$ cat config.mk
export PLATFORM = sky130hd
export DESIGN_NAME = dual_bank_reset_seq
export DESIGN_NICKNAME = d
export VERILOG_FILES = /design/src/rtl/drs_pkg.sv /design/src/rtl/drs_pin_sense.sv /design/src/rtl/drs_bank_timer.sv /design/src/rtl/drs_ready_merge.sv /design/src/rtl/dual_bank_reset_seq.sv
export SDC_FILE = /design/constraint.sdc
export NUM_CORES = 1
export LEC_CHECK = 0
export ABC_CLOCK_PERIOD_IN_PS = 2130
export BUFFER_PORTS_ARGS = -buffer_cell sky130_fd_sc_hd__buf_2
export CORE_ASPECT_RATIO = 2
export CORE_MARGIN = 3
export CORE_UTILIZATION = 56
export CTS_BUF_LIST = sky130_fd_sc_hd__clkbuf_8
export DETAILED_ROUTE_END_ITERATION = 10
export PLACE_DENSITY = 0.76
export SLEW_MARGIN = 20
export SYNTH_ARGS = -nofsm -noshare
export SYNTH_HDL_FRONTEND = slang
export SYNTH_SLANG_ARGS = --single-unit
$ cat constraint.sdc
create_clock -name clk -period 2.13 [get_ports clk]
set_clock_uncertainty 0.2 [all_clocks]
set_input_delay 0 -clock clk [delete_from_list [all_inputs] [get_ports clk]]
set_output_delay 0 -clock clk [all_outputs]
set_load 0.05 [all_outputs]
$ cat src/rtl/drs_pkg.sv
// Shared types and timing helpers for the dual-bank reset sequencer.
// Assumes intervals are given in nanoseconds and the clock in whole MHz.
package drs_pkg;

    // Recovery state of one bank
    typedef enum logic [1:0] {
        BK_READY   = 2'd0,
        BK_HELD    = 2'd1,
        BK_RECOVER = 2'd2
    } bank_st_e;

    // Cycles needed to cover ns nanoseconds at mhz, rounded up, at least 1
    function automatic int cyc_for_ns(input int mhz, input int ns);
        int c;
        c = (mhz * ns + 999) / 1000;
        return (c < 1) ? 1 : c;
    endfunction

endpackage

$ cat src/rtl/drs_pin_sense.sv
// Samples the reset pin, detects its falling edge and gates the data bus.
// Assumes hw_rst_n is already synchronous to clk.
module drs_pin_sense (
    input  logic clk,
    input  logic sys_rst_n,
    input  logic pin_i,
    output logic fall_o,
    output logic dq_en_o
);
    logic pin_q;

    // Previous pin level; idles high so a pin low at start counts as a fall
    always_ff @(posedge clk) begin
        if (!sys_rst_n) pin_q <= 1'b1;
        else            pin_q <= pin_i;
    end

    assign fall_o  = pin_q & ~pin_i;
    assign dq_en_o = pin_q & pin_i;

    AST_FALL_ONLY_LOW: assert property (@(posedge clk) disable iff (!sys_rst_n) fall_o |=> !pin_q);

endmodule

$ cat src/rtl/drs_bank_timer.sv
// Recovery timer for one bank: classifies the bank at the pin's falling
// edge, holds it unavailable while the pin is low, then counts the short
// or long interval and raises the access flag. Also keeps the sticky
// abort flag. Assumes fall_i is high only in the first low cycle.
module drs_bank_timer
    import drs_pkg::*;
#(
    parameter int SHORT_CYC = 50,
    parameter int LONG_CYC  = 1100
) (
    input  logic clk,
    input  logic sys_rst_n,
    input  logic pin_i,
    input  logic fall_i,
    input  logic busy_i,
    input  logic ack_i,
    output logic ready_o,
    output logic abort_o
);
    localparam int CNT_W = $clog2(LONG_CYC + 1);
    localparam logic [CNT_W-1:0] SHORT_LAST = CNT_W'(SHORT_CYC - 1);
    localparam logic [CNT_W-1:0] LONG_LAST  = CNT_W'(LONG_CYC - 1);

    bank_st_e         st_q;
    logic [CNT_W-1:0] cnt_q;
    logic             long_q;
    logic             abort_q;
    logic [CNT_W-1:0] last_cnt;

    // Final count value for the interval this bank was given
    assign last_cnt = long_q ? LONG_LAST : SHORT_LAST;

    // Hold, classify and count the recovery interval
    always_ff @(posedge clk) begin
        if (!sys_rst_n) begin
            st_q   <= BK_READY;
            cnt_q  <= '0;
            long_q <= 1'b0;
        end else if (!pin_i) begin
            st_q  <= BK_HELD;
            cnt_q <= '0;
            if (fall_i)
                long_q <= busy_i | (long_q & (st_q != BK_READY));
        end else if (st_q != BK_READY) begin
            if (cnt_q == last_cnt) begin
                st_q  <= BK_READY;
                cnt_q <= '0;
            end else begin
                st_q  <= BK_RECOVER;
                cnt_q <= cnt_q + 1'b1;
            end
        end
    end

    // Sticky record that an operation was aborted by reset
    always_ff @(posedge clk) begin
        if (!sys_rst_n)             abort_q <= 1'b0;
        else if (fall_i && busy_i)  abort_q <= 1'b1;
        else if (pin_i && ack_i)    abort_q <= 1'b0;
    end

    assign ready_o = (st_q == BK_READY);
    assign abort_o = abort_q;

    AST_HELD_NOT_READY: assert property (@(posedge clk) disable iff (!sys_rst_n) !pin_i |=> !ready_o);
    AST_CLASS_KEPT: assert property (@(posedge clk) disable iff (!sys_rst_n) $past(pin_i) && pin_i |-> $stable(long_q));
    AST_READY_NEEDS_PIN: assert property (@(posedge clk) disable iff (!sys_rst_n) ready_o && !$past(ready_o) |-> $past(pin_i));
    AST_CNT_BOUND: assert property (@(posedge clk) disable iff (!sys_rst_n) cnt_q <= LONG_LAST);
    AST_ABORT_STICKY: assert property (@(posedge clk) disable iff (!sys_rst_n) abort_o && !(pin_i && ack_i) |=> abort_o);

endmodule

$ cat src/rtl/drs_ready_merge.sv
// Merges the per-bank access flags into the open-drain ready/busy drive.
// Assumes a pulled-up external pin: output 1 means pull it low.
module drs_ready_merge #(
    parameter int NUM_BANKS = 2
) (
    input  logic [NUM_BANKS-1:0] ready_i,
    output logic                 pull_low_o
);
    // Busy while any bank is still unavailable
    always_comb begin
        pull_low_o = 1'b0;
        for (int b = 0; b < NUM_BANKS; b++)
            if (!ready_i[b]) pull_low_o = 1'b1;
    end

endmodule

$ cat src/rtl/dual_bank_reset_seq.sv
// Reset sequencer for a multi-bank memory: tristates the data bus during
// reset and times each bank's recovery from the release of the pin.
// Assumes hw_rst_n is synchronous to clk and CLK_MHZ is the real rate.
module dual_bank_reset_seq
    import drs_pkg::*;
#(
    parameter int NUM_BANKS = 2,
    parameter int CLK_MHZ   = 100,
    parameter int IDLE_NS   = 500,
    parameter int ABORT_NS  = 11000
) (
    input  logic                 clk,
    input  logic                 sys_rst_n,
    input  logic                 hw_rst_n,
    input  logic [NUM_BANKS-1:0] bank_busy_i,
    input  logic [NUM_BANKS-1:0] abort_ack_i,
    output logic [NUM_BANKS-1:0] bank_ready_o,
    output logic [NUM_BANKS-1:0] abort_flag_o,
    output logic                 rb_pull_low_o,
    output logic                 dq_en_o
);
    localparam int SHORT_CYC = cyc_for_ns(CLK_MHZ, IDLE_NS);
    localparam int LONG_CYC  = cyc_for_ns(CLK_MHZ, ABORT_NS);

    logic pin_fall;

    drs_pin_sense u_pin (
        .clk       (clk),
        .sys_rst_n (sys_rst_n),
        .pin_i     (hw_rst_n),
        .fall_o    (pin_fall),
        .dq_en_o   (dq_en_o)
    );

    for (genvar b = 0; b < NUM_BANKS; b++) begin : g_bank
        drs_bank_timer #(
            .SHORT_CYC (SHORT_CYC),
            .LONG_CYC  (LONG_CYC)
        ) u_timer (
            .clk       (clk),
            .sys_rst_n (sys_rst_n),
            .pin_i     (hw_rst_n),
            .fall_i    (pin_fall),
            .busy_i    (bank_busy_i[b]),
            .ack_i     (abort_ack_i[b]),
            .ready_o   (bank_ready_o[b]),
            .abort_o   (abort_flag_o[b])
        );
    end

    drs_ready_merge #(.NUM_BANKS(NUM_BANKS)) u_merge (
        .ready_i    (bank_ready_o),
        .pull_low_o (rb_pull_low_o)
    );

    AST_BUS_OFF_IN_RESET: assert property (@(posedge clk) disable iff (!sys_rst_n) !hw_rst_n |-> !dq_en_o);
    AST_RB_FOLLOWS_BANKS: assert property (@(posedge clk) disable iff (!sys_rst_n) rb_pull_low_o == !(&bank_ready_o));

endmodule

==> impl_table.tex <==
\begin{tabular}{lr}
\hline
Metric & Value \\
\hline
\multicolumn{2}{l}{\textbf{Setup path}} \\
Largest driver fanout on the critical path & 11 \\
Setup Crit Path Kind & in -> reg \\
Worst path required time & 2.16 ns \\
Worst setup EP type & flip-flop \\
Critical path data arrival time & 2.09 ns \\
Critical Path Source Type & input pin \\
\multicolumn{2}{l}{\textbf{Die}} \\
Starting utilization of the core area & 0.6047 \\
Total Die Area & 0.003286 sq mm \\
I/O pin count & 13 \\
Height of the die & 78.12 um \\
Floorplan row count & 25 \\
Die X & 42.06 um \\
Area inside the core boundary & 0.002409 sq mm \\
\multicolumn{2}{l}{\textbf{Synth}} \\
Area fraction in and, or, nand and nor cells after synthesis & 0.2981 \\
Synthesized-area fraction occupied by xor and xnor cells & 0.1082 \\
Post-synth EDFFs & 0 \\
Post-synthesis share of cell area spent on full adders, half adders and majority gates & 0.01718 \\
Cell taking the most area after synthesis & dfxtp\_1 \\
Combinational family with the most area after synthesis & simple AND/OR/NAND/NOR gates \\
Sequential-to-total area share from yosys stat & 0.4261 \\
Distinct cells, synth & 30 \\
Post-Synthesis Net Count & 181 \\
Synth Instances & 172 \\
Cell with the most instances after synthesis & dfxtp\_1 \\
Multiplexer share of the synthesized area & 0 \\
Flip-flop cell with the highest count after synthesis & dfxtp\_1 \\
Avg Cell Area, Syn & 8.467 sq um \\
Compound-cell area share of the yosys netlist & 0.08849 \\
Synthesized area & 0.001456 sq mm \\
Most instantiated cells after synthesis & dfxtp\_1 (31), nor3\_1 (27), nand2\_1 (16), xnor2\_1 (13), nand4\_1 (11) \\
Leading cell types by total area after synthesis & dfxtp\_1 (43\%), nor3\_1 (9.3\%), xnor2\_1 (7.8\%) \\
Yosys Warn Count & 0 \\
\#FFs+latches synth & 31 \\
Area share of the largest cell type after synthesis & 0.4261 \\
Async set-or-reset flop fraction in the synthesized netlist & 0 \\
\multicolumn{2}{l}{\textbf{Pwr}} \\
PnR Total Power & 0.001309 W \\
Power Internal & 0.001011 W \\
Part of the total power dissipated in the clock network & 0.454 \\
Power density normalized to cell area & 744.2 mW/mm\^{}2 \\
Seq pwr share & 0.459 \\
Net switching power & 0.0002982 W \\
Switching power as a share of total power & 0.2278 \\
Maximum resistive drop on vdd & 664.7 uV \\
Combinational share of power & 0.088 \\
Leak Pwr & 0.5951 nW \\
\multicolumn{2}{l}{\textbf{Place}} \\
Placement Cell Area & 0.001509 sq mm \\
Post-DP HPWL & 2443 um \\
RePlAce Congestion & 0.8648 \\
Number of cells after detailed placement & 202 \\
Dpl ws & 0.2627 ns \\
Count of buffers inserted at the top-level ports & 12 \\
\multicolumn{2}{l}{\textbf{GRT}} \\
GRT Total Usage & 0.2314 \\
Vias in the first global route & 1318 \\
Initial antenna violation count & 0 \\
Largest net degree at the start of global routing & 18 \\
First-pass GRT wire length & 5858 um \\
Remaining global-route overflow & 0 \\
\multicolumn{2}{l}{\textbf{Clock network}} \\
H-tree depth & 2 \\
Worst-case clock buffer depth & 2 \\
Clock transition at the register clock pins on the worst setup and hold paths after CTS & 0.07 ns \\
Root buffer cell & clkbuf\_8 \\
CTS sink count & 31 \\
Skew-Pair Late Insertion Delay & 0.28 ns \\
Buffer count from post-CTS setup fixing & 0 \\
Number of buffers created by CTS & 5 \\
CTS tree & yes \\
\multicolumn{2}{l}{\textbf{Cells and area}} \\
Fraction of layout cells with a size suffix above 1 & 0.1378 \\
Final \#Nets & 204 \\
Area growth syn-to-layout & 20.79\% \\
Post-layout instance count excluding filler cells & 223 \\
Post-route standard cell area excluding fillers & 0.001759 sq mm \\
Antenna Diode Count & 0 \\
\multicolumn{2}{l}{\textbf{Timing}} \\
Crit path time final & 2.059 ns \\
Tightest Pin Transition & 0.6219 ns \\
Max Clock Freq & 0.4857 GHz \\
Headroom to the max-slew limit & 0.5810 \\
Tcrit/Tclk final & 0.9666 \\
Pins over their slew limit & 0 \\
Setup repair after global routing missed its margin & false \\
Final setup fails & 0 \\
Final WS setup & 0.07119 ns \\
Total count of hold-check failures in the final report & 0 \\
TNS Setup & 0 ns \\
\multicolumn{2}{l}{\textbf{Routing}} \\
Routed Wire Length & 3427 um \\
First-pass iteration count of the detailed router & 4 \\
Met3 Wirelength & 131 um \\
Via Count & 1300 \\
Drt via density & 5.830 \\
Topmost layer with routed signal wires & met4 \\
Wirelength per Cell & 15.37 um \\
Met2 wire len & 2008 um \\
DRC Markers & 0 \\
Routed length on met1 & 1205 um \\
Detailed Route Iter0 Violations & 48 \\
Antenna-violating nets left & 0 \\
\multicolumn{2}{l}{\textbf{Hold path}} \\
Hold Crit Class & reg -> reg \\
\multicolumn{2}{l}{\textbf{Run}} \\
Max Cap Violations & 0 \\
\multicolumn{2}{l}{\textbf{Run status}} \\
Run status & finished clean \\
\hline
\end{tabular}
[state kept, by name (all words and copies together), names as in the netlist]
signal,cells
g_bank.u_timer.cnt_q,22
g_bank.u_timer.st_q,4
g_bank.u_timer.abort_o,2
g_bank.u_timer.long_q,2
u_pin.pin_q,1
[final timing paths]
kind                                                  from                    endpoint  slack, ns  depth (start not counted)
worst max-delay path                              hw_rst_n   g_bank[0].u_timer.abort_o       0.07                          7
worst min-delay path            g_bank[0].u_timer.cnt_q[2]  g_bank[0].u_timer.cnt_q[2]       0.35                          2
worst max register to register  g_bank[1].u_timer.cnt_q[6]  g_bank[1].u_timer.cnt_q[5]       0.24                          4
worst min register to register  g_bank[0].u_timer.cnt_q[2]  g_bank[0].u_timer.cnt_q[2]       0.35                          2
[critical path, cell delays in order]
cell and delay [ns]:
dlygate4sd3_1 0.54, buf_4 0.18, nand2_1 0.06, dlygate4sd3_1 0.54
nand2_1 0.05, a21boi_0 0.15, dlygate4sd3_1 0.57
[layer usage]
layer,global-route usage,vias to the layer above
li1,-,644
met3,0.05046,9
met5,0,-
met4,0.09657,0
met2,0.4503,39
met1,0.2225,608
[area by class of cell]
type	count	area [sq um]
Tap cell	27	33.78
Timing Repair Buffer	27	207.7
Inverter	9	33.78
Sequential cell	31	620.6
Multi-Input combinational cell	121	745.7
Clock buffer	6	82.58
Fill cell	173	649.4
Clock inverter	2	35.03
[cells in the final DEF (no fill, tap or decap)]
cell	count
a211oi_2	1
a211oi_4	1
a21boi_0	4
a21oi_1	3
and2_1	1
buf_2	11
buf_4	3
bufinv_16	1
clkbuf_8	6
clkinv_2	1
dfxtp_1	31
dlygate4sd3_1	13
ha_1	2
inv_1	9
nand2_1	16
nand2b_1	2
nand3_1	5
nand3b_1	1
nand4_1	11
nand4b_1	1
nor2_1	7
nor2b_1	1
nor3_1	27
nor4_1	3
nor4b_1	1
o2111ai_1	1
o211ai_1	1
o21ai_0	7
or2_2	2
or3_1	3
or4_1	1
or4_4	1
xnor2_1	13
xor2_1	5
[cells by family after synthesis]
logic type | count (synthesis)
AND/OR/NAND/NOR | 83
flip-flops | 31
buffers and inverters | 20
AO/OA/AOI/OAI | 18
XOR/XNOR | 18
adder cells (fa/ha/maj) | 2
[repair_timing]
item	in CTS	in global routing
endpoints found under the setup margin	0	1
gates resized for setup	0	2
hold endpoints to repair	10	0
hold buffers	13	0
[power by group through the flow]
stage          registers (W)   logic, W  clock network, W
2_1_floorplan       0.000610  0.0000785                 0
3_3_place_gp        0.000612  0.0000916                 0
3_5_place_dp        0.000613  0.0000932                 0
4_1_cts             0.000600   0.000113          0.000600
5_1_grt             0.000602   0.000124          0.000623
6_report            0.000601   0.000115          0.000594
[through the flow]
step | hold WS (ns) | util
global route | 0.3971 | 0.7304
global placement | 0.08247 | 0.6265
detailed placement | 0.09338 | 0.6265
CTS | 0.3570 | 0.7294
floorplan | -0.03756 | -
finish | 0.3491 | 0.7304
No activity file was read; power rests on OpenSTA's default activity.
